==> src/rtl/tmr8_pkg.sv <==
package tmr8_pkg;
  localparam int REG_ADDR_W = 2;
  localparam int SEL_W      = 3;
  localparam int TAP_NUM    = 4;

  localparam logic [REG_ADDR_W-1:0] ADDR_COUNT = 2'd0;
  localparam logic [REG_ADDR_W-1:0] ADDR_CTRL  = 2'd1;
  localparam logic [REG_ADDR_W-1:0] ADDR_FLAG  = 2'd2;

  typedef enum logic [SEL_W-1:0] {
    SRC_STOP     = 3'd0,
    SRC_CLK      = 3'd1,
    SRC_DIV8     = 3'd2,
    SRC_DIV64    = 3'd3,
    SRC_DIV256   = 3'd4,
    SRC_DIV1024  = 3'd5,
    SRC_EXT_FALL = 3'd6,
    SRC_EXT_RISE = 3'd7
  } src_sel_e;

  // log2 of each prescaler division, finest tap first
  function automatic int tap_exp(input int idx);
    case (idx)
      0:       return 3;
      1:       return 6;
      2:       return 8;
      default: return 10;
    endcase
  endfunction
endpackage

==> src/rtl/tmr8_prescaler.sv <==
module tmr8_prescaler
  import tmr8_pkg::*;
#(
  parameter int PRE_W = 10
) (
  input  logic               clk,
  input  logic               rst_n,
  output logic [TAP_NUM-1:0] tap_tick
);
  logic [PRE_W-1:0] pre_q;

  always_ff @(posedge clk or negedge rst_n) begin
    if (!rst_n) pre_q <= '0;
    else        pre_q <= pre_q + 1'b1;
  end

  for (genvar i = 0; i < TAP_NUM; i++) begin : g_tap
    localparam int EXP = tap_exp(i);
    assign tap_tick[i] = &pre_q[EXP-1:0];
  end

  AST_DIV8_GAP: assert property (@(posedge clk) disable iff (!rst_n)
    tap_tick[0] |=> !tap_tick[0]);

  for (genvar j = 1; j < TAP_NUM; j++) begin : g_nest
    AST_TAP_NESTED: assert property (@(posedge clk) disable iff (!rst_n)
      tap_tick[j] |-> tap_tick[j-1]);
  end
endmodule

==> src/rtl/tmr8_extsync.sv <==
module tmr8_extsync #(
  parameter int SYNC_STAGES = 2
) (
  input  logic clk,
  input  logic rst_n,
  input  logic ext_in,
  output logic rise_pulse,
  output logic fall_pulse
);
  logic [SYNC_STAGES-1:0] chain_q;
  logic                   hist_q;
  logic                   synced;

  always_ff @(posedge clk or negedge rst_n) begin
    if (!rst_n) begin
      chain_q <= '0;
      hist_q  <= 1'b0;
    end else begin
      chain_q <= {chain_q[SYNC_STAGES-2:0], ext_in};
      hist_q  <= chain_q[SYNC_STAGES-1];
    end
  end

  assign synced     = chain_q[SYNC_STAGES-1];
  assign rise_pulse = synced & ~hist_q;
  assign fall_pulse = ~synced & hist_q;

  AST_RISE_SINGLE: assert property (@(posedge clk) disable iff (!rst_n)
    rise_pulse |=> !rise_pulse);

  AST_FALL_SINGLE: assert property (@(posedge clk) disable iff (!rst_n)
    fall_pulse |=> !fall_pulse);
endmodule

==> src/rtl/tmr8_counter.sv <==
module tmr8_counter #(
  parameter int CNT_W = 8
) (
  input  logic             clk,
  input  logic             rst_n,
  input  logic             inc,
  input  logic             load,
  input  logic [CNT_W-1:0] load_val,
  output logic [CNT_W-1:0] count,
  output logic             wrap
);
  assign wrap = inc && !load && (count == {CNT_W{1'b1}});

  always_ff @(posedge clk or negedge rst_n) begin
    if (!rst_n)   count <= '0;
    else if (load) count <= load_val;
    else if (inc)  count <= count + 1'b1;
  end

  AST_LOAD_WINS: assert property (@(posedge clk) disable iff (!rst_n)
    load |=> count == $past(load_val));

  AST_STEP_ONE: assert property (@(posedge clk) disable iff (!rst_n)
    (!load && inc) |=> count == CNT_W'($past(count) + 1'b1));

  AST_IDLE_HOLD: assert property (@(posedge clk) disable iff (!rst_n)
    (!load && !inc) |=> $stable(count));
endmodule

==> src/rtl/tmr8_ovf_flag.sv <==
module tmr8_ovf_flag (
  input  logic clk,
  input  logic rst_n,
  input  logic set,
  input  logic clr,
  output logic flag
);
  always_ff @(posedge clk or negedge rst_n) begin
    if (!rst_n)   flag <= 1'b0;
    else if (set) flag <= 1'b1;
    else if (clr) flag <= 1'b0;
  end

  AST_SET_WINS: assert property (@(posedge clk) disable iff (!rst_n)
    set |=> flag);

  AST_CLEAR: assert property (@(posedge clk) disable iff (!rst_n)
    (clr && !set) |=> !flag);

  AST_FLAG_HOLD: assert property (@(posedge clk) disable iff (!rst_n)
    (!set && !clr) |=> $stable(flag));
endmodule

==> src/rtl/ticktimer8.sv <==
module ticktimer8
  import tmr8_pkg::*;
#(
  parameter int CNT_W       = 8,
  parameter int PRE_W       = 10,
  parameter int SYNC_STAGES = 2
) (
  input  logic                  clk,
  input  logic                  rst_n,
  input  logic                  bus_we,
  input  logic [REG_ADDR_W-1:0] bus_addr,
  input  logic [CNT_W-1:0]      bus_wdata,
  output logic [CNT_W-1:0]      bus_rdata,
  input  logic                  ext_in,
  input  logic                  gie,
  input  logic                  irq_ack,
  output logic                  irq
);
  localparam int IE_BIT = SEL_W;

  src_sel_e           sel_q;
  logic               ie_q;
  logic [TAP_NUM-1:0] tap_tick;
  logic               ext_rise, ext_fall;
  logic               tick;
  logic               cnt_load, ctrl_wr, flag_w1c;
  logic [CNT_W-1:0]   count;
  logic               wrap, ovf_flag;

  tmr8_prescaler #(.PRE_W(PRE_W)) u_pre (
    .clk(clk), .rst_n(rst_n), .tap_tick(tap_tick)
  );

  tmr8_extsync #(.SYNC_STAGES(SYNC_STAGES)) u_sync (
    .clk(clk), .rst_n(rst_n), .ext_in(ext_in),
    .rise_pulse(ext_rise), .fall_pulse(ext_fall)
  );

  assign cnt_load = bus_we && (bus_addr == ADDR_COUNT);
  assign ctrl_wr  = bus_we && (bus_addr == ADDR_CTRL);
  assign flag_w1c = bus_we && (bus_addr == ADDR_FLAG) && bus_wdata[0];

  always_ff @(posedge clk or negedge rst_n) begin
    if (!rst_n) begin
      sel_q <= SRC_STOP;
      ie_q  <= 1'b0;
    end else if (ctrl_wr) begin
      sel_q <= src_sel_e'(bus_wdata[SEL_W-1:0]);
      ie_q  <= bus_wdata[IE_BIT];
    end
  end

  always_comb begin
    case (sel_q)
      SRC_CLK:      tick = 1'b1;
      SRC_DIV8:     tick = tap_tick[0];
      SRC_DIV64:    tick = tap_tick[1];
      SRC_DIV256:   tick = tap_tick[2];
      SRC_DIV1024:  tick = tap_tick[3];
      SRC_EXT_FALL: tick = ext_fall;
      SRC_EXT_RISE: tick = ext_rise;
      default:      tick = 1'b0;
    endcase
  end

  tmr8_counter #(.CNT_W(CNT_W)) u_cnt (
    .clk(clk), .rst_n(rst_n), .inc(tick), .load(cnt_load),
    .load_val(bus_wdata), .count(count), .wrap(wrap)
  );

  tmr8_ovf_flag u_flag (
    .clk(clk), .rst_n(rst_n), .set(wrap),
    .clr(irq_ack || flag_w1c), .flag(ovf_flag)
  );

  assign irq = gie && ie_q && ovf_flag;

  always_comb begin
    bus_rdata = '0;
    case (bus_addr)
      ADDR_COUNT: bus_rdata = count;
      ADDR_CTRL: begin
        bus_rdata[SEL_W-1:0] = sel_q;
        bus_rdata[IE_BIT]    = ie_q;
      end
      ADDR_FLAG: bus_rdata[0] = ovf_flag;
      default:   bus_rdata = '0;
    endcase
  end

  AST_STOP_HOLDS: assert property (@(posedge clk) disable iff (!rst_n)
    (sel_q == SRC_STOP && !cnt_load) |=> $stable(count));

  AST_LOAD_NO_OVF: assert property (@(posedge clk) disable iff (!rst_n)
    (cnt_load && !ovf_flag) |=> !ovf_flag);
endmodule

==> config.mk <==
export PLATFORM = sky130hd
export DESIGN_NAME = ticktimer8
export DESIGN_NICKNAME = d
export VERILOG_FILES = /design/src/rtl/tmr8_pkg.sv /design/src/rtl/tmr8_prescaler.sv /design/src/rtl/tmr8_extsync.sv /design/src/rtl/tmr8_counter.sv /design/src/rtl/tmr8_ovf_flag.sv /design/src/rtl/ticktimer8.sv
export SDC_FILE = /design/constraint.sdc
export NUM_CORES = 1
export LEC_CHECK = 0
export CORE_ASPECT_RATIO = 0.5
export CORE_MARGIN = 3
export CORE_UTILIZATION = 36
export DETAILED_ROUTE_END_ITERATION = 8
export GPL_ROUTABILITY_DRIVEN = 0
export GPL_TIMING_DRIVEN = 1
export SLEW_MARGIN = 25
export SYNTH_ARGS = -nofsm -noshare
export SYNTH_HDL_FRONTEND = slang
export SYNTH_SLANG_ARGS = --single-unit
==> constraint.sdc <==
create_clock -name clk -period 4.8 [get_ports clk]
set_clock_uncertainty 0.05 [all_clocks]
set_input_delay 0.96 -clock clk [delete_from_list [all_inputs] [get_ports clk]]
set_output_delay 0.96 -clock clk [all_outputs]
set_load 0.01 [all_outputs]
# Yosys cells after proc, flatten, opt, wreduce, memory -nomap -nowiden
# Cells that the tools add are included.
# word_totals
reg_bits	26
in_bits	16
out_inout_bits	9
word_cells	48
# classes
addsub	2
eq_ne	10
mux	8
n_bitwise	4
reduce_logical	17
# op_table
operator	count
$mux W8	2
$eq A3 B3 Y1 const B	4
$add A10 B1 Y10 const B	1
$reduce_and A10 Y1	1
$add A8 B1 Y8 const B	1
$eq A8 B8 Y1 const B	1
$logic_and A1 B1 Y1	8
$reduce_and A8 Y1	1
$pmux W1 S7	1
$eq A3 B2 Y1 const B	2
$pmux W3 S2	1
$reduce_and A6 Y1	1
$mux W4	1
$reduce_bool A2 Y1	2
$eq A3 B1 Y1 const B	1
$pmux W1 S3	1
$reduce_and A3 Y1	1
$and A1 B1 Y1	2
$eq A2 B1 Y1 const B	1
$eq A2 B2 Y1 const B	1
$logic_not A2 Y1	1
$mux W1	2
$not A1 Y1	2
$logic_not A1 Y1	1
$logic_or A1 B1 Y1	1

# Depth between registers and ports, before layout
# Gate-level depths: netlist of the first run.
# depth
word_depth	6
depth_mapped	8
ltp_nobuf	7

# By module
# A second synthesis of the first run with hierarchy kept.
# hier_totals
cells_unflattened	126
hier_area_um2	1367.6
# modules_own_cells
mod	instances	cells_each	area_per_inst_um2	seq_area_each_um2
tmr8_counter	1	51	465.4	200.2
tmr8_prescaler	1	35	441.7	250.2
ticktimer8	1	32	334.1	100.1
tmr8_extsync	1	5	90.1	75.1
tmr8_ovf_flag	1	3	36.3	25.0

# Worst setup path after synthesis of the first run
# No wires, ideal clock.
# synth_timing
path_type	input to output
from	in bus_addr[0]
to	out bus_rdata[0]
t_arrival_ns	1.637
required_time_ns	3.790
slack_ns	2.153
cell_stages	3
path_buffers	1
path_cell_list	clkbuf_1 mux2i_1 o21ai_0
# synth_between
elab_chain_cells	2
elab_cells_between_ends	4
classes_between	eq/ne: 2; mux: 1; reduce/logical: 1
# synth_rtl
item	line_no	rtl
start, declared	ticktimer8.sv:11	input logic [REG_ADDR_W-1:0] bus_addr,
$eq A2 B2 Y1 (tied with other cells)	ticktimer8.sv:80	case (bus_addr)
$pmux W1 S3 (*)	ticktimer8.sv:80	
end, declared	ticktimer8.sv:13	output logic [CNT_W-1:0] bus_rdata,
# Every way passes the cells marked *; elsewhere a longest branch is shown, timed or not.

# Final worst setup path of the first run
# layout_timing
from	in bus_addr[0]
to	out bus_rdata[7]
# layout_between
elab_chain_cells	2
# layout_rtl
item	line_no
$logic_not A2 Y1	ticktimer8.sv:80
$mux W4	ticktimer8.sv:80
# No other way between the ends.

==> results of run 1 <==
-- worst max path at each step --
stage,slack [ns],endpoint
after detailed placement,1.25,bus_rdata[7]
final,1.26,bus_rdata[7]
after global routing,1.10,bus_rdata[5]
after floorplan,2.15,bus_rdata[0]
after global placement,1.28,bus_rdata[4]
after CTS,1.25,bus_rdata[7]
-- cells in the mapped netlist (all sizes together), types with 2 or more instances --
cell    number
a31oi        7
and2         6
and3         2
buf          2
clkbuf       4
dfrtp       26
ha           3
inv          2
mux2         4
mux2i        4
nand2       11
nand3        7
nand3b       5
nand4        5
nor2        15
nor3         2
o21ai        6
o31ai        4
or2          2
or3          2
or4          4
xnor2        5
xor2         2
-- flip-flops by register name, indices dropped and copies added (netlist names) --
register,flops
u_sync.chain_q,2
u_sync.hist_q,1
ie_q,1
u_flag.flag,1
u_cnt.count,8
sel_q,3
u_pre.pre_q,10
-- kinds of logic (layout without fill, tap and decap cells) --
family                   Yosys count  after routing  synth area share (%)
adder cells (fa/ha/maj)            3              3                  2.66
buffers and inverters              8             31                  2.75
multiplexers                       8              8                  6.02
AND/OR/NAND/NOR                   66             66                  25.9
XOR/XNOR                           7              7                  4.34
AO/OA/AOI/OAI                     23             23                  12.3
flip-flops                        26             26                  46.1
-- layout by cell type, fill, tap and decap left out, types with 5 or more instances in the layout --
| cell | instances |
|---|---|
| o21ai_0 | 5 |
| nand3_1 | 6 |
| nand3b_1 | 5 |
| and2_1 | 6 |
| a31oi_1 | 6 |
| nand2_1 | 11 |
| nand4_1 | 5 |
| nor2_1 | 14 |
| dfrtp_1 | 26 |
| xnor2_1 | 5 |
| clkdlybuf4s50_1 | 24 |
-- final cells by class --
class / instances / share of cell area (%)
clock inverter: 1 / 1.70
timing repair buffer: 25 / 14.0
inverter: 2 / 0.426
sequential: 26 / 36.9
clock buffer: 3 / 2.34
tap: 51 / 3.62
multi-input combinational: 107 / 41.0
-- routing by layer --
layer	up-vias	track usage [%]
met4	0	2.63
met1	535	16.9
met2	16	20.1
met5	-	0
met3	2	3.59
li1	560	-
-- stage by stage --
step | hold slack, ns | total power, mW | std cells
global placement | 0.287 | 0.496 | 211
floorplan | 0.281 | 0.432 | 141
detailed placement | 0.288 | 0.499 | 211
CTS | 0.311 | 0.684 | 215
finish | 0.309 | 0.678 | 215
global route | 0.328 | 0.724 | 215
-- report_power, final --
part | internal, mW | switching [mW]
Sequential | 0.255 | 0.0489
Clock | 0.112 | 0.0715
Combinational | 0.101 | 0.0900
==> impl_metrics.ini, run 1 <==
[outcome]
outcome = finished clean

[setup_path]
critical_path_buf_inv_count = 2
cp_top_family = buffers and inverters
r2r_start = u_pre.pre_q[0]$_DFF_PN0_
crit_required_ns = 3.79
startpoint = bus_addr[0]
cpPeakStageDelay_ns = 0.58
critPathMostFrequentCell = clkdlybuf4s50_1
rrSetupSlack_ns = 2.75
r2r_end = u_cnt.count[3]$_DFFE_PN0P_
crit_cells = 4
rr_worst_depth = 7
critical_path_arrival_ns = 2.53
crit_type = in -> out
crit_path_top_delay_cell = clkdlybuf4s50_1
worstPathCellList = clkdlybuf4s50_1 > nor2_1 > and2_1 > clkdlybuf4s50_1
start_kind = input port
cp-end-kind = output pin
worst-path-max-fanout = 9

[route]
dr_wl_met3_um = 126
num_vias = 1113
drt_iter0_drc = 31
routed_via_density = 5.18
drt-pass1-iter-count = 4
avgRoutedWirePerCell_um = 13.0
wl_um = 2790
met2_length_um = 1200
drcViolationCount = 0
route.top_layer_used = met4
met1Wirelength_um = 1440
ant_nets = 0

[timing]
fmax_ghz = 0.283
tightest_slew_ns = 0.735
hold_viol = 0
drv_slew = 0
period_needed_ns = 3.54
rsz0062_at_grt = no
setup_violations = 0
tns_ns = 0
worst_slack_ns = 1.26
relSlewSlack_pct = 51.0
finalCritPeriodShare_pct = 73.7

[power_and_ir_drop]
power_density_nw_per_um2 = 384
cellLeakagePower_nw = 0.727
peakVddDrop_uv = 98.7

[global_route]
grt_pass1_wl_um = 4770
grt_max_degree = 27
grt_usage_pct = 12.5
grt_pass1_vias = 1041
antenna_found_initial = 0
overflow = 0

[clock_network]
clkSinkCount = 26
clk_pin_slew_ns = 0.09
cts_tree = built
postCtsSetupRepairBufs = 0
clk_path_buf_depth = 2
hold_buffers = 0
htree_levels = 1
insertion_delay_ns = 0.27
cts_resized = 0
clockRootBuffer = clkbuf_8
cts_buffers = 3

[layout]
regArea_um2 = 651
postLayoutCellArea_um2 = 1760
multi_input_area_um2 = 723
diodes = 0
fin_util_pct = 49.0
fillers = 334
nets = 184
drive_above_1_share_pct = 14.0
syn2layout_area_growth_pct = 24.9

[logic_synthesis]
yosys_warnings = 0
synth_ff_type = dfrtp_1
yosys.area.top_type = dfrtp_1
synth_area_leaders = dfrtp_1, nor2_1, mux2_2, xnor2_1, nand2_1
syn_inst = 141
syn_area_um2 = 1410
syn_nets = 160
async_reset_ff_share_pct = 100
ys_ff_latch = 26
synth.distinct_cells = 39
synth_top_area_share_pct = 46.1
syn_area_per_cell_um2 = 10.0
ys_seq_area_share_pct = 46.1
synth_edf_count = 0

[floorplanning]
fp.dieW_um = 94.6
initial_core_util_pct = 39.2
rows = 15
die-area_um2 = 4760
core_area_um2 = 3600
ios = 25
die_y_um = 50.3

[run]
maxCapViolCount = 0

[placement]
post-dp-hpwl_um = 2070
dpl_cell_area_um2 = 1690
dp_worst_setup_slack_ns = 1.25
portBuffers = 24

[hold_path]
min_from = u_sync.chain_q[0]$_DFF_PN0_
hold-path-endpoint = u_sync.chain_q[1]$_DFF_PN0_
whs_path_depth = 0
hold_class = reg -> reg
Note: power is estimated with default switching activity, not from simulation.
==> inputs of run 2 (changes only) <==
clock period = 3 ns   (was 4.8 ns; I/O delays follow)
==> run 2 against run 1 <==
Sequential cell count stayed put; global-route usage grew 1.0 points; clock power up 24%; total power up 51%; highest routed layer unchanged; largest cell class unchanged; utilization rose by 0.17 points; combinational power increased by 61%; critical path type unchanged; sequential share of layout area down 0.13 points; critical path depth is 1 higher; routed wire length up 4.8%; via count increased by 0.36%.
==> impl_metrics.ini, run 2 (synthesis gave the netlist of run 1 again) <==
[outcome]
outcome = finished clean

[setup_path]
rrSetupSlack_ns = 0.95
rr_worst_depth = 7
cp-end-kind = output pin
critPathMostFrequentCell = clkdlybuf4s50_1
crit_type = in -> out
worst-path-max-fanout = 6
r2r_start = u_pre.pre_q[0]$_DFF_PN0_
worstPathCellList = clkdlybuf4s50_1 > buf_4 > mux2i_1 > nor2_1 > clkdlybuf4s50_1
crit_required_ns = 2.35
crit_path_top_delay_cell = clkdlybuf4s50_1
cp_top_family = buffers and inverters
r2r_end = u_cnt.count[5]$_DFFE_PN0P_
critical_path_buf_inv_count = 3
cpPeakStageDelay_ns = 0.62
critical_path_arrival_ns = 2.12
start_kind = input port

[route]
wl_um = 2920
drcViolationCount = 0
num_vias = 1117
ant_nets = 0
met2_length_um = 1260
routed_via_density = 5.12
route.top_layer_used = met4
drt_iter0_drc = 55
drt-pass1-iter-count = 4
met1Wirelength_um = 1520
dr_wl_met3_um = 122
avgRoutedWirePerCell_um = 13.4

[timing]
period_needed_ns = 2.77
fmax_ghz = 0.361
tightest_slew_ns = 0.741
relSlewSlack_pct = 50.6
setup_violations = 0
finalCritPeriodShare_pct = 92.3
hold_viol = 0
tns_ns = 0
drv_slew = 0
rsz0062_at_grt = no

[global_route]
antenna_found_initial = 0
grt_usage_pct = 13.5
grt_pass1_vias = 1094
overflow = 0
grt_max_degree = 27
grt_pass1_wl_um = 5110

[clock_network]
clk_pin_slew_ns = 0.09
postCtsSetupRepairBufs = 0
clockRootBuffer = clkbuf_8
cts_tree = built
hold_buffers = 0
htree_levels = 1
cts_buffers = 3
cts_resized = 0
clkSinkCount = 26
insertion_delay_ns = 0.27
clk_path_buf_depth = 2

[hold_path]
whs_path_depth = 0
hold_class = reg -> reg
min_from = u_sync.chain_q[0]$_DFF_PN0_
hold-path-endpoint = u_sync.chain_q[1]$_DFF_PN0_

[layout]
drive_above_1_share_pct = 15.6
regMostFlops = u_pre.pre_q
multi_input_area_um2 = 723
final_cell_mix = dfrtp_1, clkdlybuf4s50_1, nor2_1, nand2_1
largest_reg_flops = 10
fin_util_pct = 49.1
syn2layout_area_growth_pct = 25.3
layout_commonest_cell = dfrtp_1
fillers = 347
nets = 187
diodes = 0
regArea_um2 = 651
reg.largest.list = u_pre.pre_q x10, u_cnt.count x8, sel_q x3

[power_and_ir_drop]
power_density_nw_per_um2 = 578
power_mw = 1.02
peakVddDrop_uv = 173
cellLeakagePower_nw = 0.734

[floorplanning]
fp.dieW_um = 94.6
die-area_um2 = 4760
core_area_um2 = 3600
die_y_um = 50.3
rows = 15
initial_core_util_pct = 39.2
ios = 25

[placement]
post-dp-hpwl_um = 2210
portBuffers = 24

[run]
maxCapViolCount = 0
[run 2: cell types whose count changed in the layout (fill, tap and decap cells not counted), sizes merged]
cell and change:
buf +3, clkbuf +1, bufinv -1
[run 2: through the flow]
| stage | instance area [µm²] | instances | hold WS, ns | worst slack (ns) |
|---|---|---|---|---|
| CTS | 1770 | 218 | 0.306 | 0.221 |
| floorplan | 1410 | 141 | 0.254 | 1.06 |
| global placement | 1720 | 214 | 0.284 | 0.246 |
| finish | 1770 | 218 | 0.302 | 0.230 |
| detailed placement | 1720 | 214 | 0.285 | 0.224 |
| global route | 1770 | 218 | 0.314 | 0.108 |
[run 2: worst max-delay path by stage]
stage	depth (start not counted)	endpoint	from	slack, ns
after floorplan	6	u_cnt.count[3]$_DFFE_PN0P_	bus_addr[0]	1.06
after global placement	5	bus_rdata[3]	bus_addr[0]	0.25
after detailed placement	4	bus_rdata[4]	bus_addr[0]	0.22
after CTS	4	bus_rdata[4]	bus_addr[0]	0.22
after global routing	4	bus_rdata[7]	bus_addr[0]	0.11
final	5	bus_rdata[3]	bus_addr[0]	0.23
[run 2: metal layers]
metal	up-vias	GRT usage, %
met3	2	3.44
met2	17	21.5
met1	532	18.7
met5	-	0
li1	566	-
met4	0	2.63
[run 2: worst reg2reg max path, delay by kind of cell, from the launching register on]
kind	cells	cell delay, ns
AND/OR/NAND/NOR	1	0.54
AO/OA/AOI/OAI	4	0.64
adder cells (fa/ha/maj)	2	0.37
flip-flops	1	0.38
[run 2: layout make-up]
class,instances,area share [%]
Timing Repair Buffer,28,15.3
Multi-Input combinational cell,107,40.8
Tap cell,51,3.60
Clock buffer,4,3.11
Sequential cell,26,36.7
Inverter,2,0.424
[run 2: power breakdown]
group | switching, mW | internal, mW | total [mW]
Combinational | 0.145 | 0.163 | 0.308
Clock | 0.110 | 0.117 | 0.227
Sequential | 0.0803 | 0.409 | 0.489
Total | 0.335 | 0.689 | 1.02
==> inputs of run 3 (changes only) <==
CELL_PAD_IN_SITES_DETAIL_PLACEMENT = 1   (was not set)
CELL_PAD_IN_SITES_GLOBAL_PLACEMENT = 2   (was not set)
CORE_UTILIZATION = 29   (was 36)
PLACE_DENSITY_LB_ADDON = 0.1   (was not set)
==> run 3 against run 2 <==
First-iteration DRC count is 67% lower; global-route usage shrank 1.4 points; clock power grew 3%; sequential cell count is the same; combinational power is 2% higher; die area up 22%.
==> impl_metrics.ini, run 3 (synthesis gave the netlist of run 1 again) <==
[floorplanning]
rows = 17
initial_core_util_pct = 31.0
ios = 25
die_y_um = 55.4
die-area_um2 = 5800
core_area_um2 = 4550
fp.dieW_um = 105

[timing]
whs_ns = 0.317
finalCritPeriodShare_pct = 91.9
setup_violations = 0
tightest_slew_ns = 0.783
relSlewSlack_pct = 47.8
worst_slack_ns = 0.243
tns_ns = 0
fmax_ghz = 0.363
period_needed_ns = 2.76
rsz0062_at_grt = no
drv_slew = 0
hold_viol = 0

[setup_path]
cpPeakStageDelay_ns = 0.53
crit_required_ns = 2.35
start_kind = input port
cp-end-kind = output pin
worst-path-max-fanout = 5
critical_path_arrival_ns = 2.11
rrSetupSlack_ns = 0.93
crit_path_top_delay_cell = clkdlybuf4s50_1
crit_type = in -> out
worstPathCellList = clkdlybuf4s50_1 > nor2_1 > and2_1 > clkdlybuf4s50_1
cp_top_family = buffers and inverters
critical_path_buf_inv_count = 2
critPathMostFrequentCell = clkdlybuf4s50_1

[placement]
dp_worst_setup_slack_ns = 0.213
post-dp-hpwl_um = 2490
portBuffers = 24
dpl_cell_area_um2 = 1730
place_inst = 229

[route]
avgRoutedWirePerCell_um = 14.1
ant_nets = 0
dr_wl_met3_um = 146
drcViolationCount = 0
wl_um = 3280
drt_iter0_drc = 18
met1Wirelength_um = 1730
met2_length_um = 1380
drt-pass1-iter-count = 4
routed_via_density = 4.82
route.top_layer_used = met4
num_vias = 1123

[layout]
postLayoutCellArea_um2 = 1790
layout_commonest_cell = dfrtp_1
largest_reg_flops = 10
final_cells = 233
diodes = 0
fillers = 534
nets = 187
fin_util_pct = 39.3
syn2layout_area_growth_pct = 26.7
reg.largest.list = u_pre.pre_q x10, u_cnt.count x8, sel_q x3
final_cell_mix = dfrtp_1, clkdlybuf4s50_1, nor2_1, nand2_1
drive_above_1_share_pct = 15.6
regMostFlops = u_pre.pre_q

[clock_network]
cts_resized = 0
clkSinkCount = 26
clockRootBuffer = clkbuf_8
clk_path_buf_depth = 2
htree_levels = 1
cts_tree = built
cts_buffers = 3
postCtsSetupRepairBufs = 0
clk_pin_slew_ns = 0.09
hold_buffers = 0
insertion_delay_ns = 0.27

[power_and_ir_drop]
cellLeakagePower_nw = 0.734
peakVddDrop_uv = 160
power_density_nw_per_um2 = 579
power_mw = 1.04

[global_route]
grt_pass1_wl_um = 5620
grt_usage_pct = 12.1
antenna_found_initial = 0
overflow = 0
grt_pass1_vias = 1072
grt_max_degree = 27

[outcome]
outcome = finished clean

[run]
maxCapViolCount = 0

[hold_path]
hold_class = reg -> reg
==> run 3: cell counts in the layout (fill, tap and decap cells not counted) <==
Identical to the previous run, type by type.
==> run 3: area by class of cell <==
| type | instances | area, µm² | share of cell area [%] |
|---|---|---|---|
| clock buffers | 4 | 55.1 | 3.08 |
| inverters | 2 | 7.51 | 0.420 |
| multi-input cells | 107 | 723 | 40.4 |
| flip-flops and latches | 26 | 651 | 36.4 |
| well taps | 66 | 82.6 | 4.62 |
| repair buffers | 28 | 270 | 15.1 |
==> run 3: path summary, 6_finish.rpt <==
path                                               end                   startpoint  cells past startpoint
min in group asynchronous      u_flag.flag$_DFFE_PN0P_                        rst_n                      2
max in group asynchronous     u_pre.pre_q[1]$_DFF_PN0_                        rst_n                      2
setup reg to reg            u_cnt.count[5]$_DFFE_PN0P_     u_pre.pre_q[0]$_DFF_PN0_                      7
hold reg to reg            u_sync.chain_q[1]$_DFF_PN0_  u_sync.chain_q[0]$_DFF_PN0_                      0
hold / removal             u_sync.chain_q[1]$_DFF_PN0_  u_sync.chain_q[0]$_DFF_PN0_                      0
setup / recovery                          bus_rdata[7]                  bus_addr[0]                      4
==> run 3: where the power goes <==
group | total, mW | switching, mW | leakage [nW] | internal (mW)
sequential | 0.490 | 0.0819 | 0.311 | 0.409
combinational | 0.314 | 0.150 | 0.395 | 0.164
clock | 0.233 | 0.115 | 0.0288 | 0.117
==> run 3: routing by layer <==
layer / vias up / global-route usage (%)
met5: - / 0
met4: 0 / 2.24
met3: 2 / 3.62
met2: 18 / 17.8
met1: 542 / 17.5
li1: 561 / -
